File: src/rtl/pos_acc_pkg.sv
package pos_acc_pkg;

    parameter int unsigned POS_W = 16;
    localparam int unsigned N_TALLY = 2;
    localparam int unsigned IDX_FWD = 0;
    localparam int unsigned IDX_REV = 1;

    // Action a tally takes at the next rising edge
    typedef enum logic [1:0] {
        OP_KEEP = 2'd0,
        OP_STEP = 2'd1,
        OP_ZERO = 2'd2
    } tally_op_e;

    // Decoded, active-high step requests
    typedef struct packed {
        logic rev;
        logic fwd;
    } step_req_t;

    // Zeroing wins over a step; otherwise a step request advances the tally
    function automatic tally_op_e pick_op(input logic zero, input logic hit);
        if (zero)
            return OP_ZERO;
        else if (hit)
            return OP_STEP;
        else
            return OP_KEEP;
    endfunction

    // Strobes are active low
    function automatic step_req_t decode_strobes(input logic up_n, input logic dn_n);
        step_req_t r;
        r.fwd = ~up_n;
        r.rev = ~dn_n;
        return r;
    endfunction

endpackage

File: src/rtl/pos_tally.sv
module pos_tally #(
    parameter int unsigned W = pos_acc_pkg::POS_W
) (
    input  logic         clk,
    input  logic         zero,
    input  logic         hit,
    output logic [W-1:0] count
);
    import pos_acc_pkg::*;

    tally_op_e op;
    logic [W-1:0] count_q;

    assign op = pick_op(zero, hit);

    always_ff @(posedge clk) begin
        unique case (op)
            OP_ZERO: count_q <= '0;
            OP_STEP: count_q <= count_q + W'(1);
            default: count_q <= count_q;
        endcase
    end

    assign count = count_q;
endmodule

File: src/rtl/pos_subtract.sv
module pos_subtract #(
    parameter int unsigned W = pos_acc_pkg::POS_W
) (
    input  logic [W-1:0] minuend,
    input  logic [W-1:0] subtrahend,
    output logic [W-1:0] diff
);
    // Modulo-2^W difference; two's complement keeps it exact across wrap
    assign diff = minuend - subtrahend;
endmodule

File: src/rtl/pos_accum.sv
module pos_accum #(
    parameter int unsigned W = pos_acc_pkg::POS_W
) (
    input  logic         clk,
    input  logic         rst,
    input  logic         clr,
    input  logic         up_n,
    input  logic         dn_n,
    output logic [W-1:0] pos
);
    import pos_acc_pkg::*;

    step_req_t              req;
    logic                   zero_all;
    logic [N_TALLY-1:0]     hits;
    logic [N_TALLY-1:0][W-1:0] tallies;

    assign req      = decode_strobes(up_n, dn_n);
    assign zero_all = rst | clr;

    always_comb begin
        hits          = '0;
        hits[IDX_FWD] = req.fwd;
        hits[IDX_REV] = req.rev;
    end

    for (genvar g = 0; g < N_TALLY; g++) begin : g_tally
        pos_tally #(.W(W)) u_tally (
            .clk   (clk),
            .zero  (zero_all),
            .hit   (hits[g]),
            .count (tallies[g])
        );
    end

    pos_subtract #(.W(W)) u_sub (
        .minuend    (tallies[IDX_FWD]),
        .subtrahend (tallies[IDX_REV]),
        .diff       (pos)
    );
endmodule

File: config.mk
export PLATFORM = sky130hd
export DESIGN_NAME = pos_accum
export DESIGN_NICKNAME = d
export VERILOG_FILES = /design/src/rtl/pos_acc_pkg.sv /design/src/rtl/pos_tally.sv /design/src/rtl/pos_subtract.sv /design/src/rtl/pos_accum.sv
export SDC_FILE = /design/constraint.sdc
export NUM_CORES = 1
export LEC_CHECK = 0
export BUFFER_PORTS_ARGS = -buffer_cell sky130_fd_sc_hd__buf_2
export CORE_ASPECT_RATIO = 0.75
export CORE_MARGIN = 5
export CORE_UTILIZATION = 40
export CTS_BUF_LIST = sky130_fd_sc_hd__clkbuf_4 sky130_fd_sc_hd__clkbuf_8
export DETAILED_ROUTE_END_ITERATION = 8
export GPL_TIMING_DRIVEN = 0
export PLACE_DENSITY = 0.58
export SLEW_MARGIN = 0
export SYNTH_ARGS = -nofsm -noshare
export SYNTH_HDL_FRONTEND = slang
export SYNTH_SLANG_ARGS = --single-unit
File: constraint.sdc
create_clock -name clk -period 5.9 [get_ports clk]
set_input_delay 0.59 -clock clk [delete_from_list [all_inputs] [get_ports clk]]
set_output_delay 0.59 -clock clk [all_outputs]
set_load 0.01 [all_outputs]
======== Word-level counts from Yosys, hierarchy flattened ========
Index checks and enable logic that the tools add are counted.
storage, ports and cells
  register bits after elaboration ......... 32
  input port bits ......................... 5
  output and inout bits ................... 16
cells by class
  add/sub/neg operators ................... 3
  eq/ne operators ......................... 4
  multiplexer cells ....................... 6
  bitwise operators ....................... 1
  reductions and logical operators ........ 2
operator list
  kind                   number
  $pmux 16 s2            2
  $add 16x1->16 const B  2
  $sub 16x16->16         1
  $eq 2x1->1 const B     2
  $eq 2x2->1 const B     2
  $mux 2                 2
  $reduce_bool 2->1      2
  $mux 1                 2
  $or 1x1->1             1

======== Logic depth before layout (Yosys ltp) ========
Gate-level depths: netlist of the first run.
  depth after elaboration ................. 4
  depth in mapped cells ................... 8
  mapped depth without buffers ............ 8

======== By module ========
Synthesis of the first run repeated with hierarchy kept, for this count alone.
second synthesis, totals
  cells, all modules ...................... 291
  area, all modules ....................... 2,627.5 um2
modules (own cells, without submodules)
  module        instances  cells each  area each (um2)
  pos_tally     2          79          880.8
  pos_subtract  1          130         852.1
  pos_accum     1          3           13.8

======== Least setup slack after synthesis of the first run ========
OpenSTA, ideal clock, no wires.
  path kind ............................... register -> output
  start point ............................. register g_tally[1].u_tally.count_q[0]
  end point ............................... output port pos[10]
  arrival ................................. 2.036 ns
  slack ................................... 3.274 ns
  stages on the path, launching flop included .. 8
  path buffers ............................ 0
  cell sequence ........................... edfxtp_1 ha_1 fa_1 nor2b_1 o31ai_1 a21oi_1 nor2_1 a311oi_1
on the way
  cells in the longest elaborated chain, start to end .. 1
ends and longest elaborated chain
  item                    line               text
  from (decl)             pos_tally.sv:12    logic [W-1:0] count_q;
  from (signal assigned)  pos_tally.sv:19    OP_STEP: count_q <= count_q + W'(1);
  from (signal assigned)  pos_tally.sv:20    default: count_q <= count_q;
  $sub 16x16->16          pos_subtract.sv:9  assign diff = minuend - subtrahend;
  to (decl)               pos_accum.sv:9     output logic [W-1:0] pos
Every way passes these cells.

======== Worst setup path in the final report of the first run ========
  start point ............................. register g_tally[0].u_tally.count_q[0]
  end point ............................... output port pos[10]
on the way
  cells in the longest elaborated chain, start to end .. 1
ends and longest elaborated chain
  item                    line
  from (decl)             pos_tally.sv:12
  from (signal assigned)  pos_tally.sv:19
  from (signal assigned)  pos_tally.sv:20
  $sub 16x16->16          pos_subtract.sv:9
Every way passes these cells.

==> flow_summary.json, run 1 <==
{
  "status": "finished, final reports clean",
  "power_density_mw_per_mm2": 222,
  "cts-root-buf": "clkbuf_8",
  "dieWidth_microns": 102,
  "maxCapViolations": 0,
  "dr.max_layer_used": "met4",
  "timing.fmax_mhz": 305,
  "ir_worst_vdd_uv": 84.8,
  "core_sq_mm": 0.00626,
  "skew_ns": 0.00251,
  "clock_sinks": 32,
  "worstMarginPinSlew_ns": 0.740,
  "cts_tree": "built",
  "grt_usage_pct": 14.9,
  "report.final.slew_viol_count": 0,
  "syn-num-nets": 302,
  "start_util_pct": 40.7,
  "boundaryPins": 21,
  "r2r_start": "g_tally[0].u_tally.count[2]",
  "r2r_end": "g_tally[0].u_tally.count[15]",
  "ctsHoldBuffers": 0,
  "diodes": 0,
  "grt_setup_unrepaired": "no",
  "p_total_uw": 629,
  "vias": 2054,
  "io_buffers": 20,
  "crit_fanout": 5,
  "drc": 0,
  "grt_max_degree": 17,
  "cts_setup_buffers": 0,
  "die_area_sq_mm": 0.00808,
  "largest_reg_flops": 32,
  "setup.worst_path.class": "register to output port",
  "drt_iter0_markers": 117,
  "hold_viol": 0,
  "cts_made_buffers": 5,
  "drt_wl_total_microns": 5600,
  "antenna_found_initial": 0,
  "finalSetupTns_ns": 0,
  "setup.worst_path.start_class": "register",
  "grt_pass1_vias": 1960,
  "synth_warnings": 0,
  "hpwl_microns": 4320,
  "post-route-period-util_pct": 55.6,
  "rows": 25,
  "cp-end-kind": "output port",
  "pre_cts_ws_ns": 2.92,
  "nets": 329,
  "cts_resized": 0,
  "yosys-top-cells-area": "edfxtp_1 (38%), ha_1 (8.3%), xnor2_1 (8.2%)",
  "met3_length_microns": 238,
  "final_common_cell": "nor2_1",
  "yosysTopAreaCell": "edfxtp_1",
  "critical_path_arrival_ns": 2.69,
  "worst_slack_ns": 2.62,
  "async_flop_share_pct": 0,
  "synth_top_area_share_pct": 37.7,
  "syn_inst": 279,
  "whs_path_depth": 2,
  "via_per_inst": 5.29,
  "required_ns": 5.31,
  "wl_met2_microns": 2280,
  "synth.distinct_cells": 44,
  "die_h_microns": 79.1,
  "drive_gt1_share_pct": 11.1,
  "p_leak_nw": 1.10,
  "clock_latency_ns": 0.28,
  "path_clk_slew_ns": 0.07,
  "dr.pass1.iters": 4,
  "area_growth_pct": 11.3,
  "clockBufferDepth": 2,
  "drt-met1-wl_microns": 3030,
  "fin_crit_ns": 3.28,
  "synth_flop_cell": "edfxtp_1",
  "setup_violations": 0,
  "ant_nets": 0,
  "grt.overflow.total": 0,
  "syn_area_sq_mm": 0.00255,
  "ys_seq_area_share_pct": 37.7,
  "ys_ff_latch": 32,
  "worstHoldStart": "g_tally[1].u_tally.count[14]",
  "hold-path-endpoint": "g_tally[1].u_tally.count[14]",
  "layout_common_cells": "nor2_1 (42), edfxtp_1 (32), xnor2_1 (24)",
  "avgSynthCellArea_sq_um": 9.14,
  "htree_levels": 2,
  "relSlewSlack_pct": 50.6,
  "wl_per_cell_microns": 14.4,
  "min_path_type": "register to register",
  "reg2reg_setup_slack_ns": 3.94,
  "synth_edf_count": 32,
  "gp_congestion": 0.910,
  "reg2reg_depth": 5,
  "grt_pass1_wl_microns": 9490
}
## report_power, final
| part | total (mW) | internal, mW | switching, mW | leakage [nW] |
|---|---|---|---|---|
| clock | 0.172 | 0.0913 | 0.0809 | 0.0467 |
| sequential | 0.274 | 0.260 | 0.0139 | 0.373 |
| combinational | 0.182 | 0.0780 | 0.104 | 0.685 |
| total | 0.629 | 0.430 | 0.199 | 1.10 |
## logic make-up after synthesis
logic type	after synthesis	synth area share, %
AO/OA/AOI/OAI	50	13.2
XOR/XNOR	37	12.7
adder cells (fa/ha/maj)	18	9.13
buffers and inverters	30	4.47
flip-flops	32	37.7
AND/OR/NAND/NOR	112	22.8
## Yosys cell counts (2+ instances only)
| cell | number |
|---|---|
| a211oi_1 | 3 |
| a21o_1 | 6 |
| or3_1 | 3 |
| edfxtp_1 | 32 |
| xnor2_1 | 24 |
| o21a_1 | 3 |
| nand4_1 | 7 |
| nor3_1 | 4 |
| ha_1 | 17 |
| nand2_1 | 17 |
| and3_1 | 6 |
| o21ai_0 | 9 |
| nand2b_1 | 2 |
| nand3_4 | 2 |
| xor2_1 | 13 |
| o31ai_1 | 2 |
| a21oi_1 | 15 |
| clkbuf_1 | 6 |
| nor4_1 | 7 |
| nor2b_1 | 2 |
| nor2_1 | 42 |
| inv_1 | 23 |
| nand3_1 | 13 |
## per-layer routing
| layer | global-route usage [%] | vias to the layer above |
|---|---|---|
| li1 | - | 1063 |
| met1 | 22.6 | 938 |
| met2 | 21.5 | 45 |
| met3 | 2.99 | 8 |
| met4 | 3.67 | 0 |
| met5 | 0 | - |
## final cells by class
| type | instances | area [sq um] |
|---|---|---|
| sequential | 32 | 961 |
| clock buffer | 7 | 83.8 |
| multi-input combinational | 217 | 1470 |
| fill | 630 | 3420 |
| tap | 81 | 101 |
| inverter | 23 | 86.3 |
| buffer | 7 | 27.5 |
| clock inverter | 1 | 3.75 |
| timing repair buffer | 20 | 100 |
## metrics by stage
stage,util (%),hold WS (ns),cells,area (sq um)
finish,45.4,0.631,388,2840
global route,45.4,0.680,388,2840
CTS,45.4,0.635,388,2840
detailed placement,44.0,0.615,380,2750
global placement,44.0,0.611,380,2750
floorplan,-,0.584,279,2550
## worst max path at each step
stage,startpoint,endpoint,slack (ns),depth (start not counted)
2_1_floorplan,g_tally[1].u_tally.count[0],pos[10],3.27,7
3_3_place_gp,g_tally[0].u_tally.count[0],pos[10],2.85,9
3_5_place_dp,g_tally[0].u_tally.count[0],pos[10],2.92,9
4_1_cts,g_tally[0].u_tally.count[0],pos[10],2.60,9
5_1_grt,g_tally[0].u_tally.count[0],pos[10],2.40,9
6_report,g_tally[0].u_tally.count[0],pos[10],2.62,9
## worst max-delay path, stage by stage (launching register included)
cell,delay [ns]
edfxtp_1,0.42
inv_1,0.08
ha_1,0.22
fa_1,0.40
nor2b_1,0.18
o31ai_1,0.11
a21oi_1,0.39
nor2_1,0.14
a311oi_1,0.28
buf_2,0.18
Power figures use the tool's default switching activity.
==> run 2: changes to the inputs <==
ABC_AREA = 1   (was unset)
PLACE_DENSITY = 0.6   (was 0.58)
clock period = 2.9 ns   (was 5.9 ns; I/O delays follow)
==> run 2 against run 1 <==
Net effect:
- cell area up 6.1%
- sequential share of layout area down 2.0 points
- non-clock buffer count down 6
- core utilization up 1.4 points
- register-to-register slack worse by 2.7 ns
- via count up 16%
- cell count up 28%
- flip-flop and latch count unchanged
- clock skew up 0.0076 ns
- combinational power up 100%
- critical path depth up 2
- global-route usage down 0.20 points
- highest routed layer unchanged
==> flow_summary.json, run 2 <==
{
  "status": "finished, final reports clean",
  "cp_num_buf_inv": 3,
  "path_clk_slew_ns": 0.08,
  "synth_adder_area_share_pct": 8.62,
  "critical_path_arrival_ns": 2.17,
  "grt_usage_pct": 14.7,
  "skew_ns": 0.0101,
  "core_sq_mm": 0.00644,
  "synth-simple-area-share_pct": 32.4,
  "cpMostUsedCell": "nand3_1",
  "clockBufferDepth": 2,
  "via_per_inst": 4.80,
  "drive_gt1_share_pct": 11.3,
  "rows": 25,
  "min_path_type": "input port to register",
  "synth.distinct_cells": 24,
  "syn-num-nets": 412,
  "required_ns": 2.61,
  "synth_edf_count": 32,
  "synth_compound_area_share_pct": 8.76,
  "ys_top_cells_by_count": "nand2_1 (114), inv_1 (75), nor2_1 (40), edfxtp_1 (32), a21oi_1 (30)",
  "boundaryPins": 21,
  "yosys-top-cells-area": "edfxtp_1 (36%), nand2_1 (16%), inv_1 (10%)",
  "relSlewSlack_pct": 54.0,
  "async_flop_share_pct": 0,
  "drc": 0,
  "crit_path_max_incr_delay_ns": 0.43,
  "post-route-period-util_pct": 84.7,
  "ir_worst_vdd_uv": 233,
  "layout_common_cells": "nand2_1 (114), inv_1 (75), nor2_1 (40)",
  "yosysMostFrequentCell": "nand2_1",
  "fin_util_pct": 46.7,
  "synth_flop_cell": "edfxtp_1",
  "die_area_sq_mm": 0.00851,
  "grt_pass1_wl_microns": 10100,
  "clock_sinks": 32,
  "p_leak_nw": 1.44,
  "drt_iter0_markers": 185,
  "cts_tree": "built",
  "grt_setup_unrepaired": "no",
  "vias": 2389,
  "drt_wl_total_microns": 5970,
  "cts_setup_buffers": 0,
  "grt_max_degree": 17,
  "crit_family": "adder cells",
  "ant_nets": 0,
  "cts-root-buf": "clkbuf_8",
  "grt_pass1_vias": 2239,
  "dieWidth_microns": 105,
  "synth_xor_area_share_pct": 3.57,
  "syn_area_sq_mm": 0.00270,
  "htree_levels": 2,
  "final_common_cell": "nand2_1",
  "area_growth_pct": 11.6,
  "gp_congestion": 0.806,
  "setup_violations": 0,
  "synth_warnings": 0,
  "cp_slowest_cell": "edfxtp_1",
  "synth_top_family_by_area": "simple AND/OR/NAND/NOR gates",
  "setup.worst_path.start_class": "register",
  "avgSynthCellArea_sq_um": 6.94,
  "dr.pass1.iters": 5,
  "hold_viol": 0,
  "timing.fmax_mhz": 407,
  "io_buffers": 20,
  "cts_resized": 0,
  "grt.overflow.total": 0,
  "synth_top_area_share_pct": 35.6,
  "nets": 439,
  "setup.worst_path.class": "register to output port",
  "hpwl_microns": 4870,
  "syn_inst": 389,
  "worstMarginPinSlew_ns": 0.689,
  "yosysTopAreaCell": "edfxtp_1",
  "fin_crit_ns": 2.46,
  "ctsHoldBuffers": 0,
  "start_util_pct": 41.9,
  "ys_ff_latch": 32,
  "crit_fanout": 4,
  "power_density_mw_per_mm2": 448,
  "antenna_found_initial": 0,
  "synthMuxAreaShare_pct": 0,
  "worstPathCellList": "inv_1, ha_1, fa_1, inv_1, nand3_1, nand3_1, nand3_1, nand3_1, nand2_1, nand2_1, buf_2",
  "diodes": 0,
  "clock_latency_ns": 0.29,
  "cp-end-kind": "output port",
  "maxCapViolations": 0,
  "finalSetupTns_ns": 0,
  "wl_per_cell_microns": 12.0,
  "ys_seq_area_share_pct": 35.6,
  "largest_reg_flops": 32,
  "cts_made_buffers": 5,
  "die_h_microns": 81.1,
  "report.final.slew_viol_count": 0
}
==> run 2: cell count changes after synthesis, moves of 7 or more <==
cell     delta
a21oi_1    +15
inv_1      +52
nand2_1    +97
nand3_1    +11
nor4_1      -7
xnor2_1    -20
==> run 2: final cells by class <==
cell class	instances	area (sq um)
plain buffers	1	5.00
clock buffers	5	68.8
clock inverters	3	42.5
fillers	666	3430
inverters	78	293
multi-input cells	278	1440
flip-flops and latches	32	961
well taps	81	101
repair buffers	20	100
==> run 2: final timing paths <==
check,start,end,slack (ns),cells after the start
hold reg to reg,g_tally[1].u_tally.count[13],g_tally[1].u_tally.count[13],0.61,2
hold / removal,dn_n,g_tally[1].u_tally.count[3],0.40,4
setup / recovery,g_tally[0].u_tally.count[0],pos[12],0.44,11
setup reg to reg,g_tally[0].u_tally.count[1],g_tally[0].u_tally.count[14],1.25,8
==> run 2: worst min-delay path, stage by stage <==
cell and delay [ns]:
buf_2 0.09, nor2_2 0.05, o21ai_0 0.06, a21oi_1 0.04
==> run 2: logic make-up (layout without fill, tap and decap cells) <==
group	Yosys count	in the layout
simple gates	202	202
buf+inv	79	107
compound gates	47	47
flops	32	32
fa+ha+maj	18	18
xor+xnor	11	11
==> run 2: per-stage QoR <==
stage                     instances  area (sq um)  total power [mW]  hold WS (ns)  setup WS, ns
after floorplan                 389          2700             0.816         0.538          1.01
final                           498          3010              1.35         0.402         0.444
after detailed placement        490          2900             0.932         0.582         0.764
after global routing            498          3010              1.44         0.441         0.290
after CTS                       498          3010              1.36         0.399         0.445
after global placement          490          2900             0.925         0.577         0.766
==> run 2: metal layers <==
| layer | track usage [%] | share of wire (%) |
|---|---|---|
| met1 | 21.5 | 53 |
| met2 | 22.3 | 39 |
| met3 | 2.62 | 6.6 |
| met4 | 4.21 | 0.95 |
| met5 | 0 | 0 |
==> run 2: where the power goes <==
| group | leakage, nW | internal (mW) | switching [mW] |
|---|---|---|---|
| registers | 0.373 | 0.529 | 0.0247 |
| clock network | 0.0541 | 0.254 | 0.177 |
| logic | 1.01 | 0.139 | 0.225 |
| total | 1.44 | 0.922 | 0.427 |
==> run 3: changes to the inputs <==
clock period = 2.1 ns   (was 2.9 ns; I/O delays follow)
==> run 3 against run 2 <==
Net effect:
- the flow now finishes with violations (setup timing)
- largest power group unchanged
- largest cell class unchanged
- combinational power rose by 88%
- count of clock-buffer cells in the layout did not move
- via count rose by 7.3%
- critical endpoint is now pos[14]
- highest routed layer unchanged
==> flow_summary.json, run 3 (synthesis results as in run 2) <==
{
  "grt_setup_unrepaired": "yes",
  "path_clk_slew_ns": 0.07,
  "layout_common_cells": "nand2_1 (98), inv_1 (62), nor2_1 (38)",
  "relSlewSlack_pct": 53.4,
  "worst_slack_ns": -0.0509,
  "critical_path_arrival_ns": 1.94,
  "skew_ns": 0.00689,
  "drc": 0,
  "p_leak_nw": 1.63,
  "setup.worst_path.class": "register to output port",
  "cp_slowest_cell": "edfxtp_1",
  "drt_iter0_markers": 155,
  "grt_pass1_vias": 2382,
  "boundaryPins": 21,
  "dr.pass1.iters": 4,
  "core_sq_mm": 0.00644,
  "io_buffers": 20,
  "ir_worst_vdd_uv": 328,
  "hold_viol": 0,
  "finalSetupTns_ns": -0.204,
  "htree_levels": 2,
  "crit_family": "adder cells",
  "cts-root-buf": "clkbuf_8",
  "worstPathCellList": "ha_4, fa_2, inv_2, nand4_1, nand2_2, nand2_2, nand2_1, nand2_1, nand2_1, buf_2",
  "ant_nets": 0,
  "min_path_type": "input port to register",
  "start_util_pct": 41.9,
  "clock_latency_ns": 0.29,
  "diodes": 0,
  "die_h_microns": 81.1,
  "cpMostUsedCell": "nand2_1",
  "antenna_found_initial": 0,
  "fillCellCount": 602,
  "crit_path_max_incr_delay_ns": 0.44,
  "setup_violations": 6,
  "status": "finished with violations",
  "final_common_cell": "nand2_1",
  "area_growth_pct": 31.3,
  "place_inst": 490,
  "rows": 25,
  "die_area_sq_mm": 0.00851,
  "cts_tree": "built",
  "cts_made_buffers": 5,
  "fin_crit_ns": 2.15,
  "clock_sinks": 32,
  "grt_pass1_wl_microns": 10700,
  "largest_reg_flops": 32,
  "report.final.slew_viol_count": 0,
  "vias": 2563,
  "maxCapViolations": 0,
  "clockBufferDepth": 2,
  "timing.fmax_mhz": 465,
  "setup.worst_path.start_class": "register",
  "required_ns": 1.89,
  "post-route-period-util_pct": 102,
  "drive_gt1_share_pct": 31.0,
  "crit_fanout": 3,
  "reg2reg_setup_slack_ns": 0.43,
  "nets": 471,
  "cp_num_buf_inv": 2,
  "power_density_mw_per_mm2": 576,
  "hpwl_microns": 4870,
  "dieWidth_microns": 105,
  "drt_wl_total_microns": 6610,
  "violations": "setup timing",
  "wl_per_cell_microns": 12.5,
  "via_per_inst": 4.84,
  "worstMarginPinSlew_ns": 0.698,
  "gp_congestion": 0.806,
  "grt_usage_pct": 15.6,
  "grt.overflow.total": 0,
  "cp-end-kind": "output port",
  "layoutNonFillerInstCount": 530,
  "grt_max_degree": 17,
  "pre_cts_ws_ns": 0.0443
}
==> run 3: cell types whose count changed in the layout (fill, tap and decap cells not counted), sizes merged <==
cell and delta:
buf +32
==> run 3: worst register-to-register path, delay by kind of cell, from the launching register on <==
family                   cells  cell delay (ns)
AO/OA/AOI/OAI                1             0.15
buffers and inverters        1             0.14
AND/OR/NAND/NOR              5             0.65
adder cells (fa/ha/maj)      1             0.17
flip-flops                   1             0.41
==> run 3: power breakdown <==
part	internal [mW]	total, mW	switching, mW
clock	0.351	0.593	0.242
combinational	0.300	0.686	0.386
sequential	0.731	0.763	0.0316
total	1.38	2.04	0.659
==> run 3: layer usage <==
layer / GRT usage (%) / share of wire (%)
met5: 0 / 0
met3: 2.62 / 5.9
met4: 4.21 / 0.86
met1: 22.2 / 51
met2: 24.5 / 42
==> run 3: path summary, 6_finish.rpt <==
kind / from / end / depth (start not counted)
worst max register to register: g_tally[1].u_tally.count[1] / g_tally[1].u_tally.count[12] / 8
worst max-delay path: g_tally[1].u_tally.count[0] / pos[14] / 10
worst min-delay path: dn_n / g_tally[1].u_tally.count[3] / 4
worst min register to register: g_tally[1].u_tally.count[13] / g_tally[1].u_tally.count[13] / 2
==> run 3: repair_timing <==
| action | in CTS | in global routing |
|---|---|---|
| pin swaps | 2 | 15 |
| buffers inserted | 12 | 20 |
| cloned | 0 | 0 |
| hold buffers | 0 | 0 |
| resized for setup | 20 | 47 |
| setup endpoints to repair | 12 | 11 |
==> run 3: layout make-up <==
cell class | count | area [sq um] | share of cell area [%]
Clock inverter | 3 | 42.5 | 1.20
Tap cell | 81 | 101 | 2.86
Timing Repair Buffer | 52 | 348 | 9.82
Sequential cell | 32 | 961 | 27.1
Multi-Input combinational cell | 278 | 1720 | 48.7
Buffer | 1 | 5.00 | 0.141
Inverter | 78 | 293 | 8.26
Clock buffer | 5 | 68.8 | 1.94
==> run 3: metrics by stage <==
stage          util [%]  area, sq um  hold WS [ns]  power (mW)
2_1_floorplan         -         2700         0.497        1.13
4_1_cts            50.6         3260         0.319        1.94
3_5_place_dp       45.0         2900         0.582        1.29
6_report           55.0         3540         0.324        2.04
5_1_grt            55.0         3540         0.362        2.18
3_3_place_gp       45.0         2900         0.577        1.28
